--- config.mk ---
export PLATFORM = sky130hd
export DESIGN_NAME = fsds_port
export DESIGN_NICKNAME = d
export VERILOG_FILES = /design/src/rtl/fsds_pkg.sv /design/src/rtl/fsds_sync.sv /design/src/rtl/fsds_seq.sv /design/src/rtl/fsds_shift.sv /design/src/rtl/fsds_port.sv
export SDC_FILE = /design/constraint.sdc
export NUM_CORES = 1
export LEC_CHECK = 0
export ABC_AREA = 0
export BUFFER_PORTS_ARGS = -buffer_cell sky130_fd_sc_hd__buf_2
export CAP_MARGIN = 10
export CORE_MARGIN = 1.5
export CORE_UTILIZATION = 50
export DETAILED_ROUTE_END_ITERATION = 10
export PLACE_DENSITY = 0.73
export SLEW_MARGIN = 25
export SYNTH_ARGS = -nofsm -noshare
export SYNTH_HDL_FRONTEND = slang
export SYNTH_SLANG_ARGS = --single-unit
--- constraint.sdc ---
create_clock -name clk -period 2 [get_ports clk]
set_clock_uncertainty 0.1 [all_clocks]
set_input_delay 0.6 -clock clk [delete_from_list [all_inputs] [get_ports clk]]
set_output_delay 0.6 -clock clk [all_outputs]
set_load 0.1 [all_outputs]
--- src/rtl/fsds_pkg.sv ---
// Shared constants for the frame-sync serial port.
// Assumes a 3-bit channel field at the head of the command byte.
package fsds_pkg;
    localparam int CMD_BITS  = 8;
    localparam int CHAN_BITS = 3;
    localparam int RES_BITS  = 14;
    localparam int WORD_BITS = 16;
    localparam int CNT_BITS  = 6;
endpackage

--- src/rtl/fsds_sync.sv ---
// Two-stage synchronizer for a bundle of asynchronous single-bit inputs.
// Assumes each bit is independent; reset values come from RST_VAL.
module fsds_sync #(
    parameter int          N       = 4,
    parameter logic [N-1:0] RST_VAL = '0
) (
    input  logic         clk,
    input  logic         rst_n,
    input  logic [N-1:0] async_i,
    output logic [N-1:0] sync_o
);
    for (genvar i = 0; i < N; i++) begin : g_bit
        logic meta;
        // Two flops per bit to settle metastability.
        always_ff @(posedge clk) begin
            if (!rst_n) begin
                meta      <= RST_VAL[i];
                sync_o[i] <= RST_VAL[i];
            end else begin
                meta      <= async_i[i];
                sync_o[i] <= meta;
            end
        end
    end
endmodule

--- src/rtl/fsds_seq.sv ---
// Mode latch, frame edge counters and strobe generation.
// Assumes synchronized inputs and a serial clock well below clk; wide_xfer static per frame.
module fsds_seq
    import fsds_pkg::*;
(
    input  logic                 clk,
    input  logic                 rst_n,
    input  logic                 sclk_s,
    input  logic                 cs_s,
    input  logic                 fs_s,
    input  logic                 din_s,
    input  logic                 wide_xfer,
    output logic                 dsp_mode,
    output logic                 chan_stb,
    output logic [CHAN_BITS-1:0] chan_sel,
    output logic                 sample_stb,
    output logic                 clear_o,
    output logic                 load_o,
    output logic                 tick_o
);
    localparam logic [CNT_BITS-1:0] CNT_MAX   = '1;
    localparam logic [CNT_BITS-1:0] CHAN_LAST = CNT_BITS'(CHAN_BITS - 1);
    localparam logic [CNT_BITS-1:0] SAMP_N    = CNT_BITS'(CMD_BITS - 2);
    localparam logic [CNT_BITS-1:0] SAMP_W    = CNT_BITS'(2*CMD_BITS - 2);

    logic                   sclk_q, cs_q, fs_q, in_frame;
    logic [CNT_BITS-1:0]    fcnt, rcnt;
    logic [CHAN_BITS-2:0]   chan_sh;
    logic                   sclk_r, sclk_f, cs_r, cs_f, fs_f, live, start, run;
    logic [CNT_BITS-1:0]    samp_prev;

    // Edge detection and frame qualifiers.
    always_comb begin
        sclk_r    = sclk_s & ~sclk_q;
        sclk_f    = ~sclk_s & sclk_q;
        cs_r      = cs_s & ~cs_q;
        cs_f      = ~cs_s & cs_q;
        fs_f      = ~fs_s & fs_q;
        live      = dsp_mode & ~cs_s;
        start     = live & fs_f;
        run       = live & in_frame & ~fs_f;
        samp_prev = wide_xfer ? SAMP_W : SAMP_N;
        clear_o   = start | cs_r | cs_f;
        tick_o    = run & sclk_r;
        load_o    = run & sclk_r & (rcnt == samp_prev + 1'b1);
    end

    // Previous levels for edge detection.
    always_ff @(posedge clk) begin
        if (!rst_n) begin
            sclk_q <= 1'b0;
            cs_q   <= 1'b1;
            fs_q   <= 1'b0;
        end else begin
            sclk_q <= sclk_s;
            cs_q   <= cs_s;
            fs_q   <= fs_s;
        end
    end

    // Mode latch and per-frame edge counters.
    always_ff @(posedge clk) begin
        if (!rst_n) begin
            dsp_mode <= 1'b0;
            in_frame <= 1'b0;
            fcnt     <= '0;
            rcnt     <= '0;
            chan_sh  <= '0;
        end else if (cs_r) begin
            dsp_mode <= 1'b0;
            in_frame <= 1'b0;
        end else if (cs_f) begin
            dsp_mode <= ~fs_s;
            in_frame <= 1'b0;
        end else if (start) begin
            in_frame <= 1'b1;
            fcnt     <= '0;
            rcnt     <= '0;
            chan_sh  <= '0;
        end else if (run) begin
            if (sclk_f && fcnt != CNT_MAX) begin
                fcnt <= fcnt + 1'b1;
                if (fcnt < CHAN_LAST) chan_sh <= {chan_sh, din_s};
            end
            if (sclk_r && rcnt != CNT_MAX) rcnt <= rcnt + 1'b1;
        end
    end

    // Registered channel and sample strobes.
    always_ff @(posedge clk) begin
        if (!rst_n) begin
            chan_stb   <= 1'b0;
            chan_sel   <= '0;
            sample_stb <= 1'b0;
        end else begin
            chan_stb   <= run & sclk_f & (fcnt == CHAN_LAST);
            sample_stb <= run & sclk_r & (rcnt == samp_prev);
            if (run && sclk_f && fcnt == CHAN_LAST) chan_sel <= {chan_sh, din_s};
        end
    end

    // a rising chip select always leaves the mode next cycle.
    p_mode_clear_r1: assert property (@(posedge clk) disable iff (!rst_n)
        cs_r |=> !dsp_mode);
    // channel and sample strobes never coincide.
    p_strobe_excl_r2: assert property (@(posedge clk) disable iff (!rst_n)
        $onehot0({chan_stb, sample_stb}));
    // a sample strobe only appears in frame-sync mode.
    p_samp_mode_r10: assert property (@(posedge clk) disable iff (!rst_n)
        sample_stb |-> dsp_mode);
endmodule

--- src/rtl/fsds_shift.sv ---
// Outgoing frame-sync and result serializer.
// Assumes load and tick come from the same rising serial edge, load taking priority.
module fsds_shift
    import fsds_pkg::*;
(
    input  logic                clk,
    input  logic                rst_n,
    input  logic                clear,
    input  logic                load,
    input  logic                tick,
    input  logic [RES_BITS-1:0] result,
    output logic                fs_out,
    output logic                dout
);
    localparam int PAD = WORD_BITS - RES_BITS;

    logic [WORD_BITS-1:0] sh;

    // Load the padded word with the sync edge, then shift one bit per rising edge.
    always_ff @(posedge clk) begin
        if (!rst_n || clear) begin
            sh     <= '0;
            dout   <= 1'b0;
            fs_out <= 1'b0;
        end else if (load) begin
            sh     <= {result, {PAD{1'b0}}};
            dout   <= 1'b0;
            fs_out <= 1'b1;
        end else if (tick) begin
            dout   <= sh[WORD_BITS-1];
            sh     <= {sh[WORD_BITS-2:0], 1'b0};
            fs_out <= 1'b0;
        end
    end

    // an abort leaves both serial outputs low.
    p_clear_quiet_r7: assert property (@(posedge clk) disable iff (!rst_n)
        clear |=> (!dout && !fs_out));
endmodule

--- src/rtl/fsds_port.sv ---
// Frame-sync serial port top: synchronizers, sequencer, serializer.
// Assumes sclk, cs_n, fs_in, din asynchronous and at least 8x slower than clk.
module fsds_port
    import fsds_pkg::*;
(
    input  logic                 clk,
    input  logic                 rst_n,
    input  logic                 sclk,
    input  logic                 cs_n,
    input  logic                 fs_in,
    input  logic                 din,
    input  logic                 wide_xfer,
    input  logic [RES_BITS-1:0]  conv_result,
    output logic                 dsp_mode,
    output logic                 chan_stb,
    output logic [CHAN_BITS-1:0] chan_sel,
    output logic                 sample_stb,
    output logic                 fs_out,
    output logic                 dout
);
    logic [3:0] sync_v;
    logic       clear_w, load_w, tick_w;

    fsds_sync #(.N(4), .RST_VAL(4'b0010)) u_sync (
        .clk     (clk),
        .rst_n   (rst_n),
        .async_i ({din, fs_in, cs_n, sclk}),
        .sync_o  (sync_v)
    );

    fsds_seq u_seq (
        .clk        (clk),
        .rst_n      (rst_n),
        .sclk_s     (sync_v[0]),
        .cs_s       (sync_v[1]),
        .fs_s       (sync_v[2]),
        .din_s      (sync_v[3]),
        .wide_xfer  (wide_xfer),
        .dsp_mode   (dsp_mode),
        .chan_stb   (chan_stb),
        .chan_sel   (chan_sel),
        .sample_stb (sample_stb),
        .clear_o    (clear_w),
        .load_o     (load_w),
        .tick_o     (tick_w)
    );

    fsds_shift u_shift (
        .clk    (clk),
        .rst_n  (rst_n),
        .clear  (clear_w),
        .load   (load_w),
        .tick   (tick_w),
        .result (conv_result),
        .fs_out (fs_out),
        .dout   (dout)
    );

    // the outgoing sync only rises on the load edge.
    p_fs_rise_r4: assert property (@(posedge clk) disable iff (!rst_n)
        $rose(fs_out) |-> $past(load_w));
    // no outgoing sync outside frame-sync mode.
    p_fs_mode_r10: assert property (@(posedge clk) disable iff (!rst_n)
        !dsp_mode |-> !fs_out);
endmodule

==> metrics.txt, run 1 <==
status=finished clean; Core ar.=4115 µm²; initial antenna violation count=0; Avg WL per Cell=13.54 µm; TritonCTS buffer count=5; Netlist cell types=45; Crit Reg-Reg Endpoint=u_seq.rcnt[5]; Top FF cell, synth=dfxtp_1; post-detail-place hpwl=3008 µm; Pwr Density=649.1 nW/µm²; Sw Pwr=0.3716 mW; area leader, netlist=dfxtp_1; Slew @ Worst Pin=0.4854 ns; xor/xnor share of the synthesized area=0.003966; CTS tree=built; Required @ worst endpoint=2.12 ns; Clk pwr share=0.353; Max Buffers Root-to-Sink=2; minimum clock period=1.907 ns; IO Count=29; Synth Area in Simple Gates=0.2629; Post-synth EDFFs=0; vias in the first global route=1720; Avg Inst Size Synth=9.437 µm²; synth cell count leaders=dfxtp_1 (48), nand3_1 (18), nor2_1 (17); average via count per standard cell=5.652; DRT Pass-1 Iters=4; Worst Path Class, Setup=register to register; Final ANT Viol Nets=0; clock transition at the registers of the reported paths=0.08 ns; internal power=1.282 mW; number of fill cells=373; #FFs+latches synth=48; die footprint=4825 µm²; Initial Util=0.5366; area occupied by multi-input gates=1164 µm²; Critical Path Sink Type=register; slowest stage cell, crit path=or4_1; Setup crit start kind=register; first-pass GRT wire length=7610 µm; period utilization=0.9535; crit path cell chain=inv_1 -> ha_2 -> or2_1 -> or3_1 -> or4_1 -> a31oi_1; min-delay worst type=register to register; WL final=4279 µm; sequential share of power=0.591; # rows=23; combinational family with the most area after synthesis=simple AND/OR/NAND/NOR gates; Synth Cell Area=2208 µm²; Static Leak=0.9254 nW; Combinational Power Share=0.055; Die Y=69.46 µm; sw frac=0.2247; Hold Fails Final Rpt=0; syn nets=261; synth top area cells=dfxtp_1 (44%), mux2i_1 (7.3%), nand3_1 (4.1%); R2R cell count=6; Core Util, Final=0.6190; port bufs=28; area grow syn2layout=15.35%; H-tree levels=2; layout cells sized above 1=0.2331; Hold EP=u_sync.sync_o[3]; ys async rst share=0; gr ovfl total=0; Compound-Gate Fraction of Synth Area=0.1524; Max-Cap Viols=0; vias after detailed routing=1786; top-count cell post-synth=dfxtp_1; Ys Warns=0; Layout Nets=292; pin count of the biggest net entering global routing=33; antenna cells=0; Final Max Tran Viols=0; Residual DRC=0; Clock Latency Late Sink=0.29 ns; setup_tns=0 ns; crit-path max FO=5; Storage cell area=965.9 µm²; hold-critical path depth=1; GP Congestion=0.7881; clock sinks=48; Max rail drop VDD=455.2 µV; final setup fails=0; CP peak stage delay=0.39 ns; post-synthesis sequential area ratio=0.4351; RSZ-0062 raised after global routing=no; adder-cell area share of the yosys netlist=0.03399; Iteration-0 DRC Markers=95; Max Clock Freq=524.4 MHz; cells after synthesis=234; reg2reg start=u_sync.sync_o[1]; mux cell area share after synthesis=0.07252; global-route usage over all layers=0.1896; Worst EP arrival=2.03 ns; clk root buf=clkbuf_8; crit path from=u_sync.sync_o[1]; Worst slew margin=0.6786; hold path startpoint=u_sync.g_bit[3].meta; Post-CTS Setup Repair Bufs=0; Yosys top cell area share=0.4351; DIE WIDTH=69.46 µm; flop2flop setup slack=0.09 ns
## layout make-up
cell class,count,share of cell area
clock buffer,6,0.03242
clock inverter,2,0.003929
inverter,6,0.008841
multi-input combinational,166,0.4568
sequential,48,0.3792
tap,50,0.02456
timing repair buffer,38,0.09430
## stage by stage
stage	hold slack, ns	setup slack [ns]	cell area (µm²)	power (mW)	cells
after floorplan	0.2863	0.02801	2213	1.053	234
after global placement	0.3174	0.1340	2452	1.091	308
after detailed placement	0.3180	0.07243	2452	1.092	308
after CTS	0.3385	0.04941	2545	1.676	316
after global routing	0.3524	0.01798	2547	1.728	316
final	0.3372	0.09302	2547	1.654	316
## metal layers
layer  GRT usage  routed length [µm]  vias to the layer above
li1            -                   -                      931
met1      0.2539                2174                      822
met2      0.2981                1939                       27
met3     0.04797                 124                        6
met4     0.06318                  40                        0
met5           0                   0                        -
## worst max-delay path by stage
| stage | to | slack [ns] | cells past startpoint |
|---|---|---|---|
| after floorplan | u_seq.rcnt[5] | 0.03 | 7 |
| after global routing | u_seq.rcnt[5] | 0.02 | 6 |
| after detailed placement | u_seq.rcnt[5] | 0.07 | 6 |
| after CTS | u_seq.rcnt[5] | 0.05 | 6 |
| after global placement | u_seq.rcnt[5] | 0.13 | 6 |
| final | u_seq.rcnt[5] | 0.09 | 6 |
## worst max-delay path: cells and delay by family (launching register included)
family | cells | cell delay (ns)
flops | 1 | 0.36
buf+inv | 1 | 0.06
compound gates | 1 | 0.17
simple gates | 3 | 0.95
fa+ha+maj | 1 | 0.18
## cell families after synthesis
logic type | after synthesis
AOI/OAI and AO/OA | 42
DFF | 48
and+or+nand+nor | 101
adders and majority gates | 6
xor gates and xnor gates | 1
buffers and inverters | 20
muxes | 16
## cells in the final DEF (no fill, tap or decap), drive strengths merged, types with 3 or more instances in the layout
master	Yosys	routed
ha	6	6
clkbuf	8	6
inv	6	6
nor3	3	3
a21oi	6	6
mux2i	16	16
dfxtp	48	48
nand3	18	18
o211ai	7	7
nor4	3	3
a31oi	4	4
nand2	13	13
nor2	17	17
buf	6	38
nand4	8	8
a211oi	13	13
or4	6	6
nand2b	6	6
and2	11	11
or3	3	3
o21ai	4	4
## registers in the layout (all words and copies together) (netlist names), 2 cells and up
signal             count
u_seq.rcnt             6
u_seq.chan_sel         3
u_seq.chan_sh          2
u_sync.g_bit.meta      4
u_shift.sh            14
u_sync.sync_o          4
u_seq.fcnt             6
## power by group through the flow
stage | combinational (mW) | sequential (mW) | clock (mW)
3_3_place_gp | 0.0907 | 1.00 | 0
2_1_floorplan | 0.0475 | 1.01 | 0
5_1_grt | 0.101 | 0.980 | 0.647
4_1_cts | 0.0918 | 0.978 | 0.606
3_5_place_dp | 0.0917 | 1.00 | 0
6_report | 0.0914 | 0.978 | 0.584
## repair_timing
| item | CTS | global route |
|---|---|---|
| gates resized for setup | 0 | 1 |
| setup endpoints to repair | 0 | 2 |
| hold buffers | 0 | 0 |
Note: power is estimated with default switching activity, not from simulation.
==> inputs of run 2 (changes only) <==
--- a/config.mk
+++ b/config.mk
@@ -8,10 +8,10 @@
 export ABC_AREA = 0
 export BUFFER_PORTS_ARGS = -buffer_cell sky130_fd_sc_hd__buf_2
 export CAP_MARGIN = 10
+export CORE_ASPECT_RATIO = 0.7
 export CORE_MARGIN = 1.5
-export CORE_UTILIZATION = 50
+export CORE_UTILIZATION = 30
 export DETAILED_ROUTE_END_ITERATION = 10
-export PLACE_DENSITY = 0.73
 export SLEW_MARGIN = 25
 export SYNTH_ARGS = -nofsm -noshare
 export SYNTH_HDL_FRONTEND = slang
==> run 2 against run 1 <==
- sequential power hardly changed
- cell count rose by 16%
- utilization is 24 points lower
- non-clock buffer count is 6 higher
==> metrics.txt, run 2 (synthesis results as in run 1) <==
Max Clock Freq=533.5 MHz (was 524.4 MHz); Crit Reg-Reg Endpoint=u_seq.rcnt[5] (unchanged); crit path from=u_seq.cs_q (was u_sync.sync_o[1]); Final Max Tran Viols=0 (unchanged); average via count per standard cell=4.918 (was 5.652); Buf/Inv on CP=1 (unchanged); die footprint=7893 µm² (was 4825 µm²); Critical Path Sink Type=register (unchanged); CP peak stage delay=0.47 ns (was 0.39 ns); Setup crit start kind=register (unchanged); WL final=4749 µm (was 4279 µm); Reg with most FFs=u_shift.sh (unchanged); antenna cells=0 (unchanged); crit path cell chain=buf_4 -> ha_4 -> or2_1 -> or3_1 -> or4_1 -> a31oi_1 (was inv_1 -> ha_2 -> or2_1 -> or3_1 -> or4_1 -> a31oi_1); setup_tns=0 ns (unchanged); flop2flop setup slack=0.13 ns (was 0.09 ns); Top Registers=u_shift.sh: 14 flops, u_seq.fcnt: 6 flops, u_seq.rcnt: 6 flops (unchanged); first-pass GRT wire length=7941 µm (was 7610 µm); GP Congestion=0.8058 (was 0.7881); vias after detailed routing=1800 (was 1786); Avg WL per Cell=12.98 µm (was 13.54 µm); status=finished clean (unchanged); Die Y=74.79 µm (was 69.46 µm); commonest non-fill, non-tap cells in the layout=dfxtp_1 (45), buf_2 (28), nand3_1 (18) (was dfxtp_1 (46), buf_2 (28), nand3_1 (18)); DRT Pass-1 Iters=4 (unchanged); critical path's top delay family=simple AND/OR/NAND/NOR gates (unchanged); DIE WIDTH=105.5 µm (was 69.46 µm); Hold Fails Final Rpt=0 (unchanged); port bufs=28 (unchanged); H-tree levels=2 (unchanged); Layout Nets=298 (was 292); crit-path max FO=3 (was 5); reg2reg start=u_seq.cs_q (was u_sync.sync_o[1]); Largest register FFs=14 (unchanged); Pwr Density=613.6 nW/µm² (was 649.1 nW/µm²); Max rail drop VDD=218.4 µV (was 455.2 µV); initial antenna violation count=0 (unchanged); TritonCTS buffer count=5 (unchanged); Core Util, Final=0.3834 (was 0.6190); number of fill cells=704 (was 373); dpl ws=0.08142 ns (was 0.07243 ns); Worst EP arrival=2.00 ns (was 2.03 ns); fin worst setup slack=0.1254 ns (was 0.09302 ns); Static Leak=0.9494 nW (was 0.9254 nW); Required @ worst endpoint=2.13 ns (was 2.12 ns); pin count of the biggest net entering global routing=33 (unchanged); Worst slew margin=0.6766 (was 0.6786); Clock Latency Late Sink=0.29 ns (about the same); Core ar.=6944 µm² (was 4115 µm²); Iteration-0 DRC Markers=126 (was 95); Slew @ Worst Pin=0.4884 ns (was 0.4854 ns); # rows=25 (was 23); Initial Util=0.3180 (was 0.5366); R2R cell count=6 (unchanged); clock transition at the registers of the reported paths=0.08 ns (about the same); clk root buf=clkbuf_8 (unchanged); IO Count=29 (unchanged); vias in the first global route=1638 (was 1720); min-delay worst type=register to register (unchanged); clock sinks=48 (unchanged); Worst Path Class, Setup=register to register (unchanged); Crit. path cell count=6 (unchanged); Max-Cap Viols=0 (unchanged); CP endpoint=u_seq.rcnt[5] (unchanged); post-detail-place hpwl=3396 µm (was 3008 µm); gr ovfl total=0 (unchanged); layout cells sized above 1=0.2537 (was 0.2331); final setup fails=0 (unchanged); area grow syn2layout=20.57% (was 15.35%); period utilization=0.9373 (was 0.9535); minimum clock period=1.875 ns (was 1.907 ns); Max Buffers Root-to-Sink=2 (unchanged); Final ANT Viol Nets=0 (unchanged); global-route usage over all layers=0.1288 (was 0.1896); CTS tree=built (unchanged); most common cell after layout, fill and taps aside=dfxtp_1 (unchanged); Residual DRC=0 (unchanged); slowest stage cell, crit path=or4_1 (unchanged)
## run 2: area by class of cell
type | instances | area (µm²) | share of cell area
Multi-Input combinational cell | 166 | 1176 | 0.4417
Inverter | 6 | 22.52 | 0.008459
Clock buffer | 7 | 76.32 | 0.02867
Timing Repair Buffer | 44 | 297.8 | 0.1118
Sequential cell | 48 | 967.2 | 0.3633
Tap cell | 94 | 117.6 | 0.04417
Clock inverter | 1 | 5.005 | 0.001880
## run 2: where the power goes
group | switching, mW | leakage (nW) | total [mW] | internal [mW]
clock | 0.305 | 0.0422 | 0.550 | 0.246
combinational | 0.0582 | 0.518 | 0.105 | 0.0465
sequential | 0.0108 | 0.389 | 0.979 | 0.968
total | 0.373 | 0.949 | 1.63 | 1.26
## run 2: timing repair
item                                    in CTS  in global routing
buffers inserted                             0                  2
gates resized for setup                      0                  5
hold buffers                                 0                  0
endpoints found under the setup margin       0                  1
## run 2: per-stage QoR
stage          hold WS, ns  std cells  power, mW  cell area (µm²)
2_1_floorplan       0.2863        234      1.053             2213
3_3_place_gp        0.3151        356      1.102             2550
3_5_place_dp        0.3151        356      1.103             2550
4_1_cts             0.3393        364      1.663             2631
5_1_grt             0.3532        366      1.724             2663
6_report            0.3287        366      1.634             2663
## run 2: worst min-delay path by stage
stage               cells past startpoint  slack [ns]                 start          endpoint
floorplan                               1        0.29  u_sync.g_bit[1].meta  u_sync.sync_o[1]
global placement                        1        0.32  u_sync.g_bit[2].meta  u_sync.sync_o[2]
detailed placement                      1        0.32  u_sync.g_bit[1].meta  u_sync.sync_o[1]
global route                            1        0.35  u_sync.g_bit[0].meta  u_sync.sync_o[0]
finish                                  1        0.33  u_sync.g_bit[1].meta  u_sync.sync_o[1]
CTS                                     1        0.34  u_sync.g_bit[1].meta  u_sync.sync_o[1]
## run 2: metal layers
metal / vias up / wire length (µm) / GRT usage / share of wire
li1: 933 / - / - / -
met1: 833 / 2617 / 0.1887 / 0.55
met2: 32 / 1907 / 0.1816 / 0.40
met3: 2 / 190 / 0.03117 / 0.040
met4: 0 / 34 / 0.05105 / 0.0072
met5: - / 0 / 0 / 0
==> inputs of run 3 (changes only) <==
--- a/config.mk
+++ b/config.mk
@@ -11,6 +11,7 @@
 export CORE_ASPECT_RATIO = 0.7
 export CORE_MARGIN = 1.5
 export CORE_UTILIZATION = 30
+export CTS_BUF_LIST = sky130_fd_sc_hd__clkbuf_4 sky130_fd_sc_hd__clkbuf_8
 export DETAILED_ROUTE_END_ITERATION = 10
 export SLEW_MARGIN = 25
 export SYNTH_ARGS = -nofsm -noshare
==> run 3 against run 2 <==
- total power is 1.7% higher
- sequential power hardly changed
- global-route usage is 0.057 points higher
- via count is 1.3% higher
- clock-buffer cell count stayed put
- cell area is 0.28% higher
- sequential share of layout area is 0.10 points lower
- clock power is 4.9% higher
- largest power group unchanged
==> metrics.txt, run 3 (synthesis results as in run 1) <==
H-tree levels=2 (unchanged); Final ANT Viol Nets=0 (unchanged); TritonCTS buffer count=5 (unchanged); most common cell after layout, fill and taps aside=dfxtp_1 (unchanged); CP peak stage delay=0.47 ns (about the same); number of fill cells=706 (was 704); initial antenna violation count=0 (unchanged); die footprint=7893 µm² (unchanged); Buf/Inv on CP=1 (unchanged); crit-path max FO=3 (unchanged); layout cells sized above 1=0.2610 (was 0.2537); first-pass GRT wire length=7962 µm (was 7941 µm); Reg with most FFs=u_shift.sh (unchanged); Crit Reg-Reg Endpoint=u_seq.rcnt[5] (unchanged); Clock Latency Late Sink=0.29 ns (about the same); Core ar.=6944 µm² (unchanged); sw frac=0.2251 (was 0.2286); reg2reg start=u_seq.cs_q (unchanged); area grow syn2layout=20.91% (was 20.57%); min-delay worst type=register to register (unchanged); commonest non-fill, non-tap cells in the layout=dfxtp_1 (45), buf_2 (28), nand3_1 (18) (unchanged); placed insts=356 (unchanged); Layout Nets=298 (unchanged); Setup crit start kind=register (unchanged); period utilization=0.9373 (about the same); Max-Cap Viols=0 (unchanged); Storage cell area=967.2 µm² (unchanged); flop2flop setup slack=0.13 ns (about the same); fin worst setup slack=0.1254 ns (about the same); Static Leak=0.9562 nW (was 0.9494 nW); global-route usage over all layers=0.1294 (was 0.1288); Worst Path Class, Setup=register to register (unchanged); Final Max Tran Viols=0 (unchanged); antenna cells=0 (unchanged); Hold EP=u_sync.sync_o[1] (unchanged); status=finished clean (unchanged); area occupied by multi-input gates=1176 µm² (unchanged); post-detail-place hpwl=3396 µm (unchanged); Combinational Power Share=0.063 (was 0.064); WL final=4773 µm (was 4749 µm); Residual DRC=0 (unchanged); clock sinks=48 (unchanged); Top Registers=u_shift.sh: 14 flops, u_seq.fcnt: 6 flops, u_seq.rcnt: 6 flops (unchanged); clock transition at the registers of the reported paths=0.08 ns (about the same); vias in the first global route=1643 (was 1638); fin area=2670 µm² (was 2663 µm²); Initial Util=0.3180 (unchanged); CTS tree=built (unchanged); average via count per standard cell=4.981 (was 4.918); Pwr Density=622.3 nW/µm² (was 613.6 nW/µm²); Critical Path Sink Type=register (unchanged); dpl ws=0.08142 ns (unchanged); minimum clock period=1.875 ns (about the same); Largest register FFs=14 (unchanged); Post-Place Cell Area=2550 µm² (unchanged); internal power=1.287 mW (was 1.260 mW); DIE WIDTH=105.5 µm (unchanged); IO Count=29 (unchanged); Die Y=74.79 µm (unchanged); sequential share of power=0.589 (was 0.599); Worst EP arrival=2.00 ns (about the same); critical path's top delay family=simple AND/OR/NAND/NOR gates (unchanged); DRT Pass-1 Iters=4 (unchanged); Max Buffers Root-to-Sink=2 (unchanged); Sw Pwr=0.3740 mW (was 0.3735 mW); final setup fails=0 (unchanged); Worst slew margin=0.6853 (was 0.6766); Hold Fails Final Rpt=0 (unchanged); hold_buf cts=0 (unchanged); slowest stage cell, crit path=or4_1 (unchanged); hold path startpoint=u_sync.g_bit[1].meta (unchanged); Slew @ Worst Pin=0.4678 ns (was 0.4884 ns); Max Clock Freq=533.4 MHz (was 533.5 MHz); Iteration-0 DRC Markers=124 (was 126); hold-critical path depth=1 (unchanged); Required @ worst endpoint=2.13 ns (about the same); GP Congestion=0.8058 (unchanged); vias after detailed routing=1823 (was 1800); Clk pwr share=0.348 (was 0.337); pin count of the biggest net entering global routing=33 (unchanged); # rows=25 (unchanged); port bufs=28 (unchanged); crit path cell chain=buf_4 -> ha_4 -> or2_1 -> or3_1 -> or4_1 -> a31oi_1 (unchanged); Non-Filler Instances=366 (unchanged); Max rail drop VDD=220.8 µV (was 218.4 µV); R2R cell count=6 (unchanged); Avg WL per Cell=13.04 µm (was 12.98 µm); gr ovfl total=0 (unchanged); clk root buf=clkbuf_8 (unchanged)
[run 3: per-layer routing]
layer | GRT usage | share of wire | vias up
met5 | 0 | 0 | -
met1 | 0.1882 | 0.55 | 839
met2 | 0.1852 | 0.40 | 40
li1 | - | - | 939
met3 | 0.03117 | 0.044 | 5
met4 | 0.04955 | 0.012 | 0
[run 3: final cells by class]
| type | instances | share of cell area |
|---|---|---|
| tap | 94 | 0.04405 |
| clock inverter | 1 | 0.001874 |
| timing repair buffer | 44 | 0.1115 |
| clock buffer | 7 | 0.03140 |
| inverter | 6 | 0.008435 |
| sequential | 48 | 0.3622 |
| multi-input combinational | 166 | 0.4405 |
[run 3: repair_timing]
item,CTS,global route
hold endpoints to repair,0,0
resized for setup,0,5
setup endpoints to repair,0,1
buffers inserted,0,2
[run 3: how the worst max path moves through the flow]
stage / from / end / slack, ns / depth (start not counted)
after floorplan: u_sync.sync_o[1] / u_seq.rcnt[5] / 0.03 / 7
after global placement: u_sync.sync_o[1] / u_seq.rcnt[5] / 0.12 / 6
after detailed placement: u_sync.sync_o[1] / u_seq.rcnt[5] / 0.08 / 6
after CTS: u_sync.sync_o[1] / u_seq.rcnt[5] / 0.06 / 6
after global routing: u_seq.cs_q / u_seq.rcnt[5] / -0.0001 / 6
final: u_seq.cs_q / u_seq.rcnt[5] / 0.13 / 6
[run 3: per-stage QoR]
step | total power [mW] | utilization | hold slack [ns] | TNS (ns)
after floorplan | 1.053 | - | 0.2863 | 0
after CTS | 1.691 | 0.3800 | 0.3393 | 0
final | 1.661 | 0.3845 | 0.3287 | 0
after global routing | 1.751 | 0.3845 | 0.3532 | -0.0001281
after global placement | 1.102 | 0.3672 | 0.3151 | 0
after detailed placement | 1.103 | 0.3672 | 0.3151 | 0
[run 3: power by group through the flow]
stage	sequential [mW]	clock, mW	combinational [mW]
after floorplan	1.01	0	0.0475
after global placement	1.00	0	0.102
after detailed placement	1.00	0	0.102
after CTS	0.979	0.610	0.103
after global routing	0.982	0.654	0.115
final	0.979	0.577	0.105
